--- src/rtl/psd_pkg.sv ---
package psd_pkg;
   // smallest ratio for which the 15/16 split has enough steps
   function automatic int unsigned psd_min_ratio(input int unsigned sw);
      return ((32'd1 << sw) - 32'd1) * (32'd1 << sw);
   endfunction
endpackage

--- src/rtl/psd_ratio_guard.sv ---
module psd_ratio_guard #(
   parameter int unsigned RATIO_W  = 16,
   parameter int unsigned SW       = 4,
   parameter bit          CLAMP_EN = 1'b1
) (
   input  logic               clk,
   input  logic               rst,
   input  logic [RATIO_W-1:0] ratio_in,
   output logic [RATIO_W-1:0] ratio_eff,
   output logic               ratio_err
);
   localparam int unsigned MIN_RATIO = psd_pkg::psd_min_ratio(SW);
   localparam logic [RATIO_W-1:0] MIN_V = RATIO_W'(MIN_RATIO);

   logic below;
   assign below = (ratio_in < MIN_V);

   generate
      if (CLAMP_EN) begin : g_clamp
         assign ratio_eff = below ? MIN_V : ratio_in;
      end else begin : g_pass
         assign ratio_eff = ratio_in;
      end
   endgenerate

   always_ff @(posedge clk) begin
      if (rst) ratio_err <= 1'b0;
      else     ratio_err <= below;
   end

   AST_ERR_SET: assert property (@(posedge clk) disable iff (rst)
      (ratio_in < MIN_V) |=> ratio_err);
   AST_ERR_CLEAR: assert property (@(posedge clk) disable iff (rst)
      (ratio_in >= MIN_V) |=> !ratio_err);
endmodule

--- src/rtl/psd_prescaler.sv ---
module psd_prescaler #(
   parameter int unsigned SW = 4
) (
   input  logic clk,
   input  logic rst,
   input  logic short_next,
   output logic tc
);
   localparam int unsigned PRE = 1 << SW;
   localparam logic [SW-1:0] RELOAD_SHORT = SW'(PRE - 2);
   localparam logic [SW-1:0] RELOAD_LONG  = SW'(PRE - 1);

   logic [SW-1:0] pc_q, pc_n;

   assign tc = (pc_q == '0);

   always_comb begin
      if (tc) pc_n = short_next ? RELOAD_SHORT : RELOAD_LONG;
      else    pc_n = pc_q - 1'b1;
   end

   always_ff @(posedge clk) begin
      if (rst) pc_q <= '0;
      else     pc_q <= pc_n;
   end

   AST_PRE_RELOAD: assert property (@(posedge clk) disable iff (rst)
      tc |=> (pc_q >= RELOAD_SHORT));
   AST_PRE_COUNT: assert property (@(posedge clk) disable iff (rst)
      !tc |=> (pc_q == $past(pc_q) - 1'b1));
endmodule

--- src/rtl/psd_ctrl.sv ---
module psd_ctrl #(
   parameter int unsigned RATIO_W = 16,
   parameter int unsigned SW      = 4
) (
   input  logic               clk,
   input  logic               rst,
   input  logic               tc,
   input  logic [RATIO_W-1:0] ratio_eff,
   output logic               short_next,
   output logic               period_end
);
   localparam int unsigned MW = RATIO_W - SW;

   logic [MW-1:0] main_q, main_n;
   logic [SW-1:0] ctl_q, ctl_n;
   logic          fast_q, fast_n;
   logic [MW-1:0] m_ld;
   logic [SW-1:0] a_ld;

   assign m_ld = ratio_eff[RATIO_W-1:SW];
   assign a_ld = ratio_eff[SW-1:0];
   assign period_end = tc && (main_q == '0);

   always_comb begin
      main_n = main_q;
      ctl_n  = ctl_q;
      fast_n = fast_q;
      if (period_end) begin
         main_n = m_ld;
         ctl_n  = {SW{1'b1}} - a_ld;
         fast_n = 1'b1;
      end else if (tc) begin
         main_n = main_q - 1'b1;
         if (fast_q) begin
            if (ctl_q == '0) fast_n = 1'b0;
            else             ctl_n  = ctl_q - 1'b1;
         end
      end
   end

   assign short_next = fast_n;

   always_ff @(posedge clk) begin
      if (rst) begin
         main_q <= '0;
         ctl_q  <= '0;
         fast_q <= 1'b0;
      end else begin
         main_q <= main_n;
         ctl_q  <= ctl_n;
         fast_q <= fast_n;
      end
   end

   AST_FAST_RISE: assert property (@(posedge clk) disable iff (rst)
      !fast_q && !period_end |=> !fast_q);
   AST_MAIN_STEP: assert property (@(posedge clk) disable iff (rst)
      tc && !period_end |=> (main_q == $past(main_q) - 1'b1));
   AST_MAIN_HOLD: assert property (@(posedge clk) disable iff (rst)
      !tc |=> $stable(main_q));
endmodule

--- src/rtl/pulse_swallow_div.sv ---
module pulse_swallow_div #(
   parameter int unsigned RATIO_W  = 16,
   parameter int unsigned SW       = 4,
   parameter bit          CLAMP_EN = 1'b1
) (
   input  logic               clk,
   input  logic               rst,
   input  logic [RATIO_W-1:0] ratio_in,
   output logic               div_out,
   output logic               ratio_err
);
   generate
      if (SW < 2) begin : g_bad_sw
         $error("SW must be at least 2");
      end
      if (RATIO_W <= 2 * SW) begin : g_bad_w
         $error("RATIO_W must exceed twice SW");
      end
   endgenerate

   logic [RATIO_W-1:0] ratio_eff;
   logic               tc;
   logic               short_next;
   logic               period_end;

   psd_ratio_guard #(.RATIO_W(RATIO_W), .SW(SW), .CLAMP_EN(CLAMP_EN)) u_guard (
      .clk(clk), .rst(rst), .ratio_in(ratio_in),
      .ratio_eff(ratio_eff), .ratio_err(ratio_err));

   psd_prescaler #(.SW(SW)) u_pre (
      .clk(clk), .rst(rst), .short_next(short_next), .tc(tc));

   psd_ctrl #(.RATIO_W(RATIO_W), .SW(SW)) u_ctrl (
      .clk(clk), .rst(rst), .tc(tc), .ratio_eff(ratio_eff),
      .short_next(short_next), .period_end(period_end));

   always_ff @(posedge clk) begin
      if (rst) div_out <= 1'b0;
      else     div_out <= period_end;
   end

   AST_RESET_QUIET: assert property (@(posedge clk)
      rst |=> (!div_out && !ratio_err));
   AST_PULSE_WIDTH: assert property (@(posedge clk) disable iff (rst)
      div_out |=> !div_out);
   AST_FIRST_PULSE: assert property (@(posedge clk)
      rst ##1 !rst |=> div_out);
endmodule

--- config.mk ---
export PLATFORM = sky130hd
export DESIGN_NAME = pulse_swallow_div
export DESIGN_NICKNAME = d
export VERILOG_FILES = /design/src/rtl/psd_pkg.sv /design/src/rtl/psd_ratio_guard.sv /design/src/rtl/psd_prescaler.sv /design/src/rtl/psd_ctrl.sv /design/src/rtl/pulse_swallow_div.sv
export SDC_FILE = /design/constraint.sdc
export NUM_CORES = 1
export LEC_CHECK = 0
export BUFFER_PORTS_ARGS = -buffer_cell sky130_fd_sc_hd__buf_2
export CORE_MARGIN = 3
export CORE_UTILIZATION = 55
export DETAILED_ROUTE_END_ITERATION = 12
export HOLD_SLACK_MARGIN = 0.03
export PLACE_DENSITY = 0.81
export SKIP_LAST_GASP = 1
export SLEW_MARGIN = 20
export SYNTH_ARGS = -nofsm -noshare
export SYNTH_HDL_FRONTEND = slang
export SYNTH_SLANG_ARGS = --single-unit
--- constraint.sdc ---
create_clock -name clk -period 5.35 [get_ports clk]
set_input_delay 0.2675 -clock clk [delete_from_list [all_inputs] [get_ports clk]]
set_output_delay 0.2675 -clock clk [all_outputs]
set_load 0.005 [all_outputs]
Word level (Yosys, flattened, before mapping)

Index checks and enable logic that the tools add are counted.
Widths: inputs -> output; s select.

Add/subtract/negate cells: 4
Reduce and logical (&&, ||, !) cells: 7
Muxes and demuxes: 13
$lt $le $gt $ge: 1
Equal/unequal tests: 1

Operator list:

| cell                  | number |
|---|---|
| $mux 12               | 2 |
| $mux 4                | 5 |
| $lt 16x8->1 const B   | 1 |
| $mux 16               | 1 |
| $logic_not 12->1      | 1 |
| $sub 12x1->12 const B | 1 |
| $logic_not 4->1       | 2 |
| $sub 4x1->4 const B   | 2 |
| $mux 1                | 5 |
| $reduce_bool 2->1     | 2 |
| $sub 4x4->4 const A   | 1 |
| $reduce_and 3->1      | 1 |
| $ne 2x2->1 const B    | 1 |
| $logic_and 1x1->1     | 1 |

Output and inout port bits: 2
Bits of input ports: 18
Flip-flop bits (word level): 23
Word-level logic and storage cells: 32

Depth between registers and ports, before layout

Word-level depth: 7
Gate-level depth with buffers: 8
Mapped depth without buffers: 6

Hierarchy

A second synthesis with hierarchy kept.

Cell total of the unflattened synthesis: 172
Area total of the unflattened synthesis: 1467.7 um^2

Modules (own cells, without submodules):

| module            | area an instance (um^2) | instances | seq. area each (um^2) | cells an instance |
|---|---|---|---|---|
| psd_ctrl          | 1057.3                  | 1         | 340.3                 | 127 |
| psd_ratio_guard   | 196.4                   | 1         | 20.0                  | 25 |
| psd_prescaler     | 180.2                   | 1         | 80.1                  | 18 |
| pulse_swallow_div | 33.8                    | 1         | 20.0                  | 2 |

Least setup slack after synthesis

No wires, ideal clock.

Kind: reg-to-reg
Start: register u_pre.pc_q[0]
End: register u_ctrl.main_q[9]
Path buffers: 1
Data required time: 5.271 ns
Slack: 3.645 ns
Library setup time: 0.079 ns
Data arrival time: 1.626 ns
Cell stages (with the launch flop): 8
Clock period less this slack: 1.705 ns
Cells stage by stage: dfxtp_1 > inv_1 > ha_1 > nor3b_2 > buf_2 > nand3_1 > or3_1 > a211oi_2

Word-level cells in the longest chain between the ends: 3
Elaborated cells on any way between the ends: 4
Classes of those cells: mux (1); reduce/logical (3)

RTL lines:

| what                                         | line                | RTL |
|---|---|---|
| start, declared                              | psd_prescaler.sv:13 | `logic [SW-1:0] pc_q, pc_n;` |
| start signal, assigned                       | psd_prescaler.sv:24 | `else pc_q <= pc_n;` |
| $logic_not 4->1 (*)                          | psd_prescaler.sv:15 | `assign tc = (pc_q == '0);` |
| $logic_and 1x1->1                            | psd_ctrl.sv:22      | `assign period_end = tc && (main_q == '0);` |
| $mux 12 or $reduce_bool 2->1 (tied branches) | --                  |  |
| end signal, assigned                         | psd_ctrl.sv:49      | `main_q <= main_n;` |
| end, declared                                | psd_ctrl.sv:14      | `logic [MW-1:0] main_q, main_n;` |

Mark *: on every way between the ends. The rest lies on a longest branch, timed or not.
A chain may end at the register's enable or synchronous reset.

Worst setup path after layout

Start: register u_pre.pc_q[0]
End: register u_ctrl.main_q[0]

The elaborated chain is that of the path after synthesis.

==> metrics.json <==
{
  "layout.nets": {"value": 193},
  "worstSetupEndpointType": {"value": "flop"},
  "slew_headroom": {"value": 27.3, "unit": "%"},
  "core_area": {"value": 2250, "unit": "um2"},
  "cts_resized": {"value": 0},
  "core_occupancy_in_the_finished_layout": {"value": 64.2, "unit": "%"},
  "cts-root-buf": {"value": "sky130_fd_sc_hd__clkbuf_4"},
  "worst_hold_startpoint": {"value": "ratio_in[0]"},
  "design.die.area": {"value": 3060, "unit": "um2"},
  "library_cell_with_the_highest_instance_count_after_synthesis": {"value": "sky130_fd_sc_hd__dfxtp_1"},
  "avgViaCountPerCell": {"value": 6.37},
  "wl_per_cell": {"value": 15.3, "unit": "um"},
  "worstRegToRegCells": {"value": 6},
  "drtIter0Drc": {"value": 47},
  "asyncSetResetFlopFracSynth": {"value": 0, "unit": "%"},
  "hold_buffers": {"value": 0},
  "die_w": {"value": 55.3, "unit": "um"},
  "holdWs": {"value": 0.207, "unit": "ns"},
  "syn-cell-area": {"value": 1340, "unit": "um2"},
  "ir_drop": {"value": 0.000332, "unit": "V"},
  "numPortBuffers": {"value": 19},
  "first_global_vias": {"value": 1152},
  "yosys.area_share.simple": {"value": 32.8, "unit": "%"},
  "final_critical_period": {"value": 2.61, "unit": "ns"},
  "yosysTopAreaCellShare": {"value": 34.5, "unit": "%"},
  "max_cap_viol_count": {"value": 0},
  "timing.hold.worst_path_depth": {"value": 3},
  "synth.ff_latch_count": {"value": 23},
  "placement_rows": {"value": 17},
  "drive_above_1_share": {"value": 20.0, "unit": "%"},
  "wirelength": {"value": 3020, "unit": "um"},
  "number_of_enable_flip_flop_cells_after_synthesis": {"value": 0},
  "fin_crit_sh": {"value": 48.9, "unit": "%"},
  "multi_input_area": {"value": 797, "unit": "um2"},
  "grt_first_pass_wirelength": {"value": 5020, "unit": "um"},
  "chipHeight": {"value": 55.3, "unit": "um"},
  "tightest_slew": {"value": 1.09, "unit": "ns"},
  "post_dp_cell_area": {"value": 1420, "unit": "um2"},
  "drtPass1Iterations": {"value": 4},
  "maximum_number_of_pins_on_one_net_before_global_route_repair": {"value": 23},
  "layout.area.seq": {"value": 460, "unit": "um2"},
  "grt_antenna_before_repair": {"value": 0},
  "timing.reg2reg.setup_slack": {"value": 2.74, "unit": "ns"},
  "setup-tns-final": {"value": 0, "unit": "ns"},
  "sequential_element_share_of_the_synthesized_area": {"value": 34.5, "unit": "%"},
  "clk-insertion-delay-late": {"value": 0.32, "unit": "ns"},
  "clock-skew-final": {"value": 0.00811, "unit": "ns"},
  "criticalPathCategory": {"value": "reg2reg"},
  "total_power_consumption_of_the_routed_design": {"value": 954, "unit": "uW"},
  "synth_compound_area_share": {"value": 15.6, "unit": "%"},
  "ys_types": {"value": 48},
  "slew_violations": {"value": 0},
  "antenna-diode-count": {"value": 0},
  "synth_xor_xnor_area_share": {"value": 1.31, "unit": "%"},
  "cp-start-kind": {"value": "flop"},
  "adder_and_majority_cell_fraction_of_the_synthesized_area": {"value": 3.75, "unit": "%"},
  "total_clock_buffers_created_by_cts": {"value": 3},
  "place.gp.congestion": {"value": 0.884},
  "drcViolationCount": {"value": 0},
  "clkSinkCount": {"value": 23},
  "postSynthNetCount": {"value": 176},
  "synth_top_family_by_area": {"value": "simple AND/OR/NAND/NOR gates"},
  "power.static_leakage": {"value": 0.000591, "unit": "uW"},
  "cts_setup_buffers": {"value": 0},
  "ant_nets": {"value": 0},
  "fill_cells": {"value": 205},
  "worst-endpoint-arrival": {"value": 2.82, "unit": "ns"},
  "global_route.usage.total": {"value": 20.2, "unit": "%"},
  "status": {"value": "finished, final reports clean"},
  "cp.required": {"value": 5.55, "unit": "ns"},
  "syn_to_final_growth": {"value": 8.33, "unit": "%"},
  "synthCells": {"value": 154},
  "synth_largest_area_cell": {"value": "sky130_fd_sc_hd__dfxtp_1"},
  "post-route-cell-area": {"value": 1450, "unit": "um2"},
  "critical_path.reg2reg.endpoint": {"value": "u_ctrl.main_q[0]"},
  "grt_setup_unrepaired": {"value": "false"},
  "power-per-cell-area": {"value": 659, "unit": "nW/um2"},
  "syn_area_per_cell": {"value": 8.68, "unit": "um2"},
  "clock.fmax": {"value": 382, "unit": "MHz"},
  "netlist_top_cells_count": {"value": "sky130_fd_sc_hd__dfxtp_1 (23), sky130_fd_sc_hd__nor2_1 (12), sky130_fd_sc_hd__nand3_1 (11), sky130_fd_sc_hd__inv_1 (9)"},
  "ys_top_cells_by_area": {"value": "sky130_fd_sc_hd__dfxtp_1 (34%), sky130_fd_sc_hd__mux2i_1 (4.5%), sky130_fd_sc_hd__nand3_1 (4.1%)"},
  "tritoncts_clock_tree": {"value": "done"},
  "dpl.hpwl": {"value": 2320, "unit": "um"},
  "number_of_endpoints_failing_setup_at_the_final_stage": {"value": 0},
  "routed-via-count": {"value": 1261},
  "globalRouteOverflowTotal": {"value": 0},
  "hold_class": {"value": "in2reg"},
  "critPathMaxFanout": {"value": 21},
  "start_util": {"value": 59.3, "unit": "%"},
  "regToRegStartpoint": {"value": "u_pre.pc_q[0]"},
  "boundaryPins": {"value": 20},
  "ys_dominant_reg_cell": {"value": "sky130_fd_sc_hd__dfxtp_1"},
  "finalHoldViolations": {"value": 0},
  "clock_transition_at_the_registers_of_the_reported_paths": {"value": 0.13, "unit": "ns"},
  "min_delay_worst_endpoint": {"value": "u_ctrl.ctl_q[0]"},
  "cts-htree-levels": {"value": 1},
  "clock_tree.buffer_depth": {"value": 2},
  "post_synth_mux_area_share": {"value": 6.18, "unit": "%"},
  "yosys_warnings": {"value": 0}
}
[cell usage in the layout, fill, tap and decap left out, types with 2 or more instances in the layout]
cell type | Yosys | final
sky130_fd_sc_hd__nand4_1 | 3 | 3
sky130_fd_sc_hd__dfxtp_1 | 23 | 23
sky130_fd_sc_hd__nor3_1 | 8 | 8
sky130_fd_sc_hd__nor4_1 | 7 | 7
sky130_fd_sc_hd__or3_1 | 2 | 2
sky130_fd_sc_hd__mux2i_1 | 6 | 6
sky130_fd_sc_hd__nand3b_1 | 2 | 2
sky130_fd_sc_hd__ha_1 | 4 | 4
sky130_fd_sc_hd__inv_1 | 9 | 9
sky130_fd_sc_hd__a21oi_1 | 4 | 4
sky130_fd_sc_hd__buf_2 | 2 | 19
sky130_fd_sc_hd__o31ai_1 | 2 | 2
sky130_fd_sc_hd__nand3_1 | 11 | 11
sky130_fd_sc_hd__nor3b_1 | 2 | 2
sky130_fd_sc_hd__clkbuf_4 | 0 | 3
sky130_fd_sc_hd__mux2_2 | 2 | 2
sky130_fd_sc_hd__o22ai_1 | 2 | 2
sky130_fd_sc_hd__nor2_1 | 12 | 12
sky130_fd_sc_hd__a31oi_1 | 2 | 2
sky130_fd_sc_hd__nand2b_1 | 3 | 3
sky130_fd_sc_hd__o2bb2ai_1 | 4 | 4
sky130_fd_sc_hd__nand2_1 | 8 | 8
sky130_fd_sc_hd__o21ai_0 | 8 | 8
sky130_fd_sc_hd__xnor2_1 | 2 | 2
[per-stage QoR]
stage,worst slack [ns],cells
floorplan,3.64,154
global placement,2.96,194
detailed placement,2.77,194
CTS,2.77,198
global route,2.52,198
finish,2.74,198
[cells by family after synthesis]
family                     Yosys count
xor gates and xnor gates             2
and+or+nand+nor                     71
buffers and inverters               16
muxes                                8
AOI/OAI and AO/OA                   30
DFF                                 23
adders and majority gates            4
[registers in the layout, summed over array words and instances, names as in the netlist]
| signal | flops |
|---|---|
| div_out | 1 |
| u_ctrl.ctl_q | 4 |
| u_ctrl.fast_q | 1 |
| u_ctrl.main_q | 12 |
| u_guard.ratio_err | 1 |
| u_pre.pc_q | 4 |
[critical path, cell delays in order (launching register included)]
cell and delay, ns:
sky130_fd_sc_hd__dfxtp_1 0.36, sky130_fd_sc_hd__inv_1 0.09, sky130_fd_sc_hd__ha_1 0.22, sky130_fd_sc_hd__nor3b_2 0.89, sky130_fd_sc_hd__nand4_2 0.51, sky130_fd_sc_hd__nor3_1 0.34, sky130_fd_sc_hd__nor4_1 0.09
[metal layers]
metal  vias up  wire length (um)  global-route usage [%]
met2        52              1510                    34.0
met1       592              1220                    25.4
li1        612                 -                       -
met5         -                 0                       0
met3         5               228                    3.27
met4         0                61                    8.68
[layout make-up]
| class | instances | area share, % |
|---|---|---|
| clock buffer | 4 | 1.82 |
| inverter | 9 | 2.33 |
| multi-input combinational | 115 | 55.1 |
| sequential | 23 | 31.8 |
| tap | 28 | 2.42 |
| timing repair buffer | 19 | 6.57 |
[power by group]
part	internal, uW	switching, uW	total, uW
Clock	29.2	52.4	81.6
Combinational	237	318	556
Sequential	236	80.6	317
[worst max path at each step]
stage | startpoint | end | slack (ns) | cells after the start
2_1_floorplan | u_pre.pc_q[0] | u_ctrl.main_q[9] | 3.64 | 7
3_3_place_gp | u_pre.pc_q[0] | u_ctrl.main_q[0] | 2.96 | 6
3_5_place_dp | u_pre.pc_q[0] | u_ctrl.main_q[0] | 2.77 | 6
4_1_cts | u_pre.pc_q[0] | u_ctrl.main_q[0] | 2.77 | 6
5_1_grt | u_pre.pc_q[0] | u_ctrl.main_q[3] | 2.52 | 6
6_report | u_pre.pc_q[0] | u_ctrl.main_q[0] | 2.74 | 6
Note: power is estimated with default switching activity, not from simulation.
